[config.mk]
export PLATFORM = sky130hd
export DESIGN_NAME = line_switch_ctrl
export DESIGN_NICKNAME = d
export VERILOG_FILES = /design/src/rtl/lsw_pkg.sv /design/src/rtl/lsw_sync.sv /design/src/rtl/lsw_supply_qual.sv /design/src/rtl/lsw_ring_release.sv /design/src/rtl/line_switch_ctrl.sv
export SDC_FILE = /design/constraint.sdc
export NUM_CORES = 1
export LEC_CHECK = 0
export BUFFER_PORTS_ARGS = -buffer_cell sky130_fd_sc_hd__buf_2
export CAP_MARGIN = 25
export CELL_PAD_IN_SITES_DETAIL_PLACEMENT = 1
export CELL_PAD_IN_SITES_GLOBAL_PLACEMENT = 2
export CORE_AREA = 8 8 58 96
export CTS_CLUSTER_DIAMETER = 150
export DETAILED_ROUTE_END_ITERATION = 16
export DIE_AREA = 0 0 66 104
export GPL_ROUTABILITY_DRIVEN = 0
export GPL_TIMING_DRIVEN = 0
export PLACE_DENSITY = 0.71
export SLEW_MARGIN = 20
export SYNTH_ARGS = -nofsm -noshare
export SYNTH_HDL_FRONTEND = slang
export SYNTH_HIERARCHICAL = 1
export SYNTH_SLANG_ARGS = --single-unit
[constraint.sdc]
create_clock -name clk -period 3.2 [get_ports clk]
set_input_delay 0.16 -clock clk [delete_from_list [all_inputs] [get_ports clk]]
set_output_delay 0.16 -clock clk [all_outputs]
set_load 0.02 [all_outputs]
[src/rtl/lsw_pkg.sv]
package lsw_pkg;
    typedef enum logic [1:0] {
        ST_OFF  = 2'b00,
        ST_TALK = 2'b01,
        ST_RING = 2'b10
    } sw_state_e;
endpackage

[src/rtl/lsw_sync.sv]
module lsw_sync #(
    parameter int unsigned STAGES  = 2,
    parameter logic        RST_VAL = 1'b0
) (
    input  logic clk,
    input  logic rst_n,
    input  logic d_i,
    output logic q_o
);
    logic [STAGES-1:0] chain;

    always_ff @(posedge clk or negedge rst_n) begin
        if (!rst_n) begin
            chain <= {STAGES{RST_VAL}};
        end else begin
            chain <= {chain[STAGES-2:0], d_i};
        end
    end

    assign q_o = chain[STAGES-1];
endmodule

[src/rtl/lsw_supply_qual.sv]
module lsw_supply_qual #(
    parameter int unsigned RISE_CNT = 16,
    parameter int unsigned FALL_CNT = 4
) (
    input  logic clk,
    input  logic rst_n,
    input  logic sup_s_i,
    output logic pwr_ok_o
);
    localparam int unsigned MAXC = (RISE_CNT > FALL_CNT) ? RISE_CNT : FALL_CNT;
    localparam int unsigned CW   = $clog2(MAXC + 1);

    logic [CW-1:0] cnt;
    logic [CW-1:0] lim;

    assign lim = pwr_ok_o ? CW'(FALL_CNT - 1) : CW'(RISE_CNT - 1);

    always_ff @(posedge clk or negedge rst_n) begin
        if (!rst_n) begin
            cnt      <= '0;
            pwr_ok_o <= 1'b0;
        end else if (sup_s_i == pwr_ok_o) begin
            cnt <= '0;
        end else if (cnt == lim) begin
            cnt      <= '0;
            pwr_ok_o <= ~pwr_ok_o;
        end else begin
            cnt <= cnt + 1'b1;
        end
    end
endmodule

[src/rtl/lsw_ring_release.sv]
module lsw_ring_release #(
    parameter int unsigned ZC_TMO = 4096
) (
    input  logic clk,
    input  logic rst_n,
    input  logic kill_i,
    input  logic leave_i,
    input  logic reenter_i,
    input  logic zc_i,
    output logic pend_o,
    output logic expire_o
);
    localparam int unsigned TW = $clog2(ZC_TMO + 1);

    logic [TW-1:0] timer;

    assign expire_o = pend_o && (timer == TW'(ZC_TMO - 1));

    always_ff @(posedge clk or negedge rst_n) begin
        if (!rst_n) begin
            pend_o <= 1'b0;
            timer  <= '0;
        end else if (kill_i) begin
            pend_o <= 1'b0;
            timer  <= '0;
        end else if (leave_i) begin
            pend_o <= 1'b1;
            timer  <= '0;
        end else if (reenter_i) begin
            pend_o <= 1'b0;
            timer  <= '0;
        end else if (pend_o && (zc_i || expire_o)) begin
            pend_o <= 1'b0;
            timer  <= '0;
        end else if (pend_o) begin
            timer <= timer + 1'b1;
        end
    end
endmodule

[src/rtl/line_switch_ctrl.sv]
module line_switch_ctrl
    import lsw_pkg::*;
#(
    parameter int unsigned SYNC_STAGES = 2,
    parameter int unsigned RISE_CNT    = 16,
    parameter int unsigned FALL_CNT    = 4,
    parameter int unsigned ZC_TMO      = 4096
) (
    input  logic clk,
    input  logic rst_n,
    input  logic ring_sel_i,
    input  logic disable_n_i,
    input  logic freeze_i,
    input  logic supply_ok_i,
    input  logic zc_pulse_i,
    output logic brk_a_en_o,
    output logic brk_b_en_o,
    output logic rng_a_en_o,
    output logic rng_b_en_o
);
    logic      sup_s;
    logic      frz_s;
    logic      pwr_ok;
    logic      hold_q;
    logic      pend;
    logic      rel_expire;
    logic      leave;
    logic      reenter;
    logic      accept;
    sw_state_e st, nxt, live, cmd_q;

    lsw_sync #(.STAGES(SYNC_STAGES), .RST_VAL(1'b0)) u_sync_sup (
        .clk(clk), .rst_n(rst_n), .d_i(supply_ok_i), .q_o(sup_s)
    );

    lsw_sync #(.STAGES(SYNC_STAGES), .RST_VAL(1'b1)) u_sync_frz (
        .clk(clk), .rst_n(rst_n), .d_i(freeze_i), .q_o(frz_s)
    );

    lsw_supply_qual #(.RISE_CNT(RISE_CNT), .FALL_CNT(FALL_CNT)) u_qual (
        .clk(clk), .rst_n(rst_n), .sup_s_i(sup_s), .pwr_ok_o(pwr_ok)
    );

    // power-up hold and command capture
    assign live   = ring_sel_i ? ST_RING : ST_TALK;
    assign accept = pwr_ok && !hold_q && !frz_s;

    always_ff @(posedge clk or negedge rst_n) begin
        if (!rst_n) begin
            hold_q <= 1'b1;
            cmd_q  <= ST_OFF;
        end else if (!pwr_ok) begin
            hold_q <= 1'b1;
            cmd_q  <= ST_OFF;
        end else begin
            if (!frz_s) hold_q <= 1'b0;
            if (accept) cmd_q  <= live;
        end
    end

    // next-state selection
    always_comb begin
        if (!pwr_ok || hold_q) begin
            nxt = ST_OFF;                 // POWER_DROP
        end else if (!disable_n_i) begin
            nxt = ST_OFF;                 // DISABLE
        end else if (accept) begin
            nxt = live;                   // SELECT / RESUME
        end else begin
            nxt = cmd_q;                  // frozen command
        end
    end

    // state register
    always_ff @(posedge clk or negedge rst_n) begin
        if (!rst_n) st <= ST_OFF;
        else        st <= nxt;
    end

    assign leave   = (st == ST_RING) && (nxt != ST_RING);   // LEAVE_RING
    assign reenter = (nxt == ST_RING);

    lsw_ring_release #(.ZC_TMO(ZC_TMO)) u_rel (
        .clk(clk), .rst_n(rst_n), .kill_i(!pwr_ok), .leave_i(leave),
        .reenter_i(reenter), .zc_i(zc_pulse_i), .pend_o(pend),
        .expire_o(rel_expire)
    );

    // outputs
    always_comb begin
        brk_a_en_o = 1'b0;
        brk_b_en_o = 1'b0;
        rng_a_en_o = 1'b0;
        rng_b_en_o = pend;
        unique case (st)
            ST_OFF: ;
            ST_TALK: begin
                brk_a_en_o = 1'b1;
                brk_b_en_o = 1'b1;
            end
            ST_RING: begin
                rng_a_en_o = 1'b1;
                rng_b_en_o = 1'b1;
            end
            default: ;
        endcase
    end
endmodule

==> results.md <==
- The per-instance average area after synthesis is 9.74 µm².
- Synthesis produced a netlist with a net count of 162.
- The start point of the worst min-delay path is ring_sel_i.
- The worst register-to-register path has a setup slack of a little under 0.4 ns.
- Counting cells, the worst reg-to-reg path comes to 6.
- The repair_antennas step left the layout with diodes totalling 0.
- The area growth from synthesis to layout is 16.5%.
- The number of endpoints failing setup at the final stage is 0.
- The cell type of the slowest stage on the worst timing path is sky130_fd_sc_hd__nor4_2.
- Signal routing reaches up to met4.
- The standard cell core area is 4320 µm².
- The initial antenna violation count came to 0.
- The initial utilization of the core area, before any placement, comes to 0.345.
- The worst hold path terminates at st[1].
- After detailed routing, the met3 layer carries 91 µm of wire.
- The max-slew violation count came to 0.
- The flow ran to the end, and the final reports show no timing, DRC or antenna violations.
- The post-CTS clock slew at the launch and capture registers of the worst setup and hold paths is 0.07 ns.
- In the final routing, the length of wire on met1 measures 1.47 mm.
- The final critical path time including I/O delays and setup is 2.81 ns.
- The cell at the root of the clock tree is sky130_fd_sc_hd__clkbuf_8.
- The reg-to-reg critical path startpoint is u_sync_frz/chain[1].
- At the end of the flow, the number of nets in the layout was approximately 180.
- Summed over all layers, the routed wires come to between 3 and 4 mm.
- The path type of the worst min-delay path is input port to flip-flop.
- The overall power after layout is 0.743 mW.
- The total cell area at the placement stage is 1600 µm².
- The TritonCTS sink count is 29.
- The final count of hold timing violations is 0.
- Across every metal layer, demand over resource in global routing totals 0.124.
- The number of global-route vias before repair came to 1392.
- Detailed placement ended at an HPWL of between 2 and 3 mm.
- Traced cell by cell, the critical path runs through or3b_4 > a211oi_2 > nor2_1 > nor4_2 > nand2_1 > o311ai_1.
- The Yosys step of the flow raised 6 warnings.
- The number of max-capacitance violations reported is 0.
- Summed over all layers, the global routing overflow is 0.
- The final route contains 1241 vias.
- The family with the most delay on the worst path is simple AND/OR/NAND/NOR gates.
- The global-route wire length before repair is 6.72 mm.
- The floorplan step set the die height to around 100 µm.
- At the later pin of the worst-skew pair, clock insertion delay measures 0.28 ns.
- No sink is reached through more buffers than the 2 on the longest clock path.
- The floorplan has 32 rows.
- The count of TritonRoute iterations in the first routing pass is 4.
- Along the worst hold path, the cell count comes to 3.
- The peak supply drop is 228 µV.
- The endpoint identified for the worst register-to-register timing path is u_rel/timer[10].
- Data on the critical path is required at its endpoint by 3.38 ns.
- Of all nets on the critical path, the largest fanout is 9.
- The reported leakage power is 0.711 nW.
- The CTS tree is done.
- The critical path runs through a total of 6 cells.
- The count of input and output buffers is 10.
- For this design the ratio of total power to cell area is between 400 and 500 nW/µm².
- For the pin with the worst max-slew slack, the measured transition is 0.962 ns.
- Timing analysis after detailed placement gives a worst setup slack of 0.275 ns.
- In this run the remaining antenna-violating nets after routing total 0.
- Wire segments on met2 add up to 2.11 mm in the final route.
- Once layout is complete, the cells apart from fillers number 225.
- Static timing analysis puts the maximum clock frequency at 356 MHz.
- The area of the die is around 7000 µm².
- Dividing the final minimum period by the clock period gives 0.877.
- The worst path meets setup with 0.393 ns of slack.
- The pin count of the biggest net entering global routing is 30.
- The synthesized netlist occupies a cell area of around 1500 µm².
- The post-synthesis cell count is roughly 150.
- The violation count after the first detailed-routing iteration is 42.
- The TritonCTS buffer count is 5.
- Of the cells placed in the final design, the portion with a size suffix greater than 1 is 0.213.
- The number of placed instances with taps included is roughly 210.
- The max-slew headroom at the worst pin is 0.353.
- The critical path starts at u_sync_frz/chain[1].
- The detail-routed net length per standard cell is about 17 µm.
- Pin placement for this block handled 11 I/O pins.
- The peak per-stage delay on the critical path is 0.75 ns.
- The finished layout cell area is 1740 µm².
- The number of buffers and inverters on the critical path is 0.
- The nature of the critical path startpoint is a flip-flop.
- The clock arrives with 0.00809 ns of skew.
- The category of the worst setup path capture point is a flip-flop.
- Setup repair after global routing left no endpoint under its margin.
- The via-per-instance ratio is between 5 and 6.
- The die is roughly 66 µm wide.
- The H-tree depth is 2.
- Adding up every negative setup slack in the final design gives 0 ns.
- The type of the worst setup path is flip-flop to flip-flop.
- The number of DRC violations after detailed routing is 0.
- Data arrives at the worst endpoint at 2.99 ns.
state kept, by name, indices dropped and copies added, names as in the netlist, 2 cells and up:
signal,cells
st,2
u_sync_sup/chain,2
u_rel/timer,13
cmd_q,2
u_sync_frz/chain,2
u_qual/cnt,5
layout make-up:
cell class	count	area, µm²
Fill cell	520	2590
Sequential cell	29	729
Multi-Input combinational cell	105	674
Clock buffer	7	96.3
Timing Repair Buffer	13	80.1
Tap cell	51	63.8
Inverter	12	45.0
Buffer	7	41.3
Clock inverter	1	5.00
where the power goes:
group / switching, mW / leakage (nW) / internal [mW]
clock: 0.144 / 0.0542 / 0.194
combinational: 0.0153 / 0.270 / 0.0113
sequential: 0.00537 / 0.388 / 0.373
total: 0.164 / 0.711 / 0.579
worst reg2reg max path: cells and delay by family (launching register included):
family | cells | cell delay (ns)
flip-flops | 1 | 0.40
AO/OA/AOI/OAI | 2 | 0.72
AND/OR/NAND/NOR | 4 | 1.59
through the flow:
stage | hold WS (ns) | util
6_report | 0.229 | 0.401
5_1_grt | 0.249 | 0.401
4_1_cts | 0.234 | 0.401
3_5_place_dp | 0.238 | 0.371
3_3_place_gp | 0.224 | 0.371
2_1_floorplan | -0.136 | -
how the worst max path moves through the flow:
| stage | slack (ns) | to |
|---|---|---|
| CTS | 0.26 | u_rel/timer[10] |
| finish | 0.39 | u_rel/timer[10] |
| detailed placement | 0.28 | u_rel/timer[10] |
| floorplan | 0.86 | u_rel/timer[6] |
| global route | 0.1 | u_rel/timer[10] |
| global placement | 0.35 | u_rel/timer[2] |
metal layers:
layer / up-vias / GRT usage
met4: 0 / 0.0661
met2: 13 / 0.218
met5: - / 0
li1: 593 / -
met3: 7 / 0.0324
met1: 628 / 0.127
placed cells by master, fill, tap and decap left out, types with 2 or more instances in the layout:
master                          count
sky130_fd_sc_hd__o21ai_0            7
sky130_fd_sc_hd__mux2i_1            2
sky130_fd_sc_hd__ha_1               2
sky130_fd_sc_hd__or4_1              2
sky130_fd_sc_hd__dfstp_2            3
sky130_fd_sc_hd__nand2b_1           3
sky130_fd_sc_hd__nor2b_1            4
sky130_fd_sc_hd__and3_2             2
sky130_fd_sc_hd__a31oi_1            6
sky130_fd_sc_hd__nor3_1             2
sky130_fd_sc_hd__nor2_1             8
sky130_fd_sc_hd__buf_2             13
sky130_fd_sc_hd__dlygate4sd3_1      3
sky130_fd_sc_hd__clkbuf_8           7
sky130_fd_sc_hd__o31ai_1            2
sky130_fd_sc_hd__o22ai_1            4
sky130_fd_sc_hd__dfrtp_1           26
sky130_fd_sc_hd__nand2_1           15
sky130_fd_sc_hd__nand3_1           10
sky130_fd_sc_hd__nand4_1            8
sky130_fd_sc_hd__a21oi_1            4
sky130_fd_sc_hd__inv_1             12
what timing repair did:
item,in CTS,in global routing
hold buffers,3,0
setup buffers,0,0
endpoints found under the hold margin,28,0
resized for setup,0,0
(Power assumes the default switching activity.)
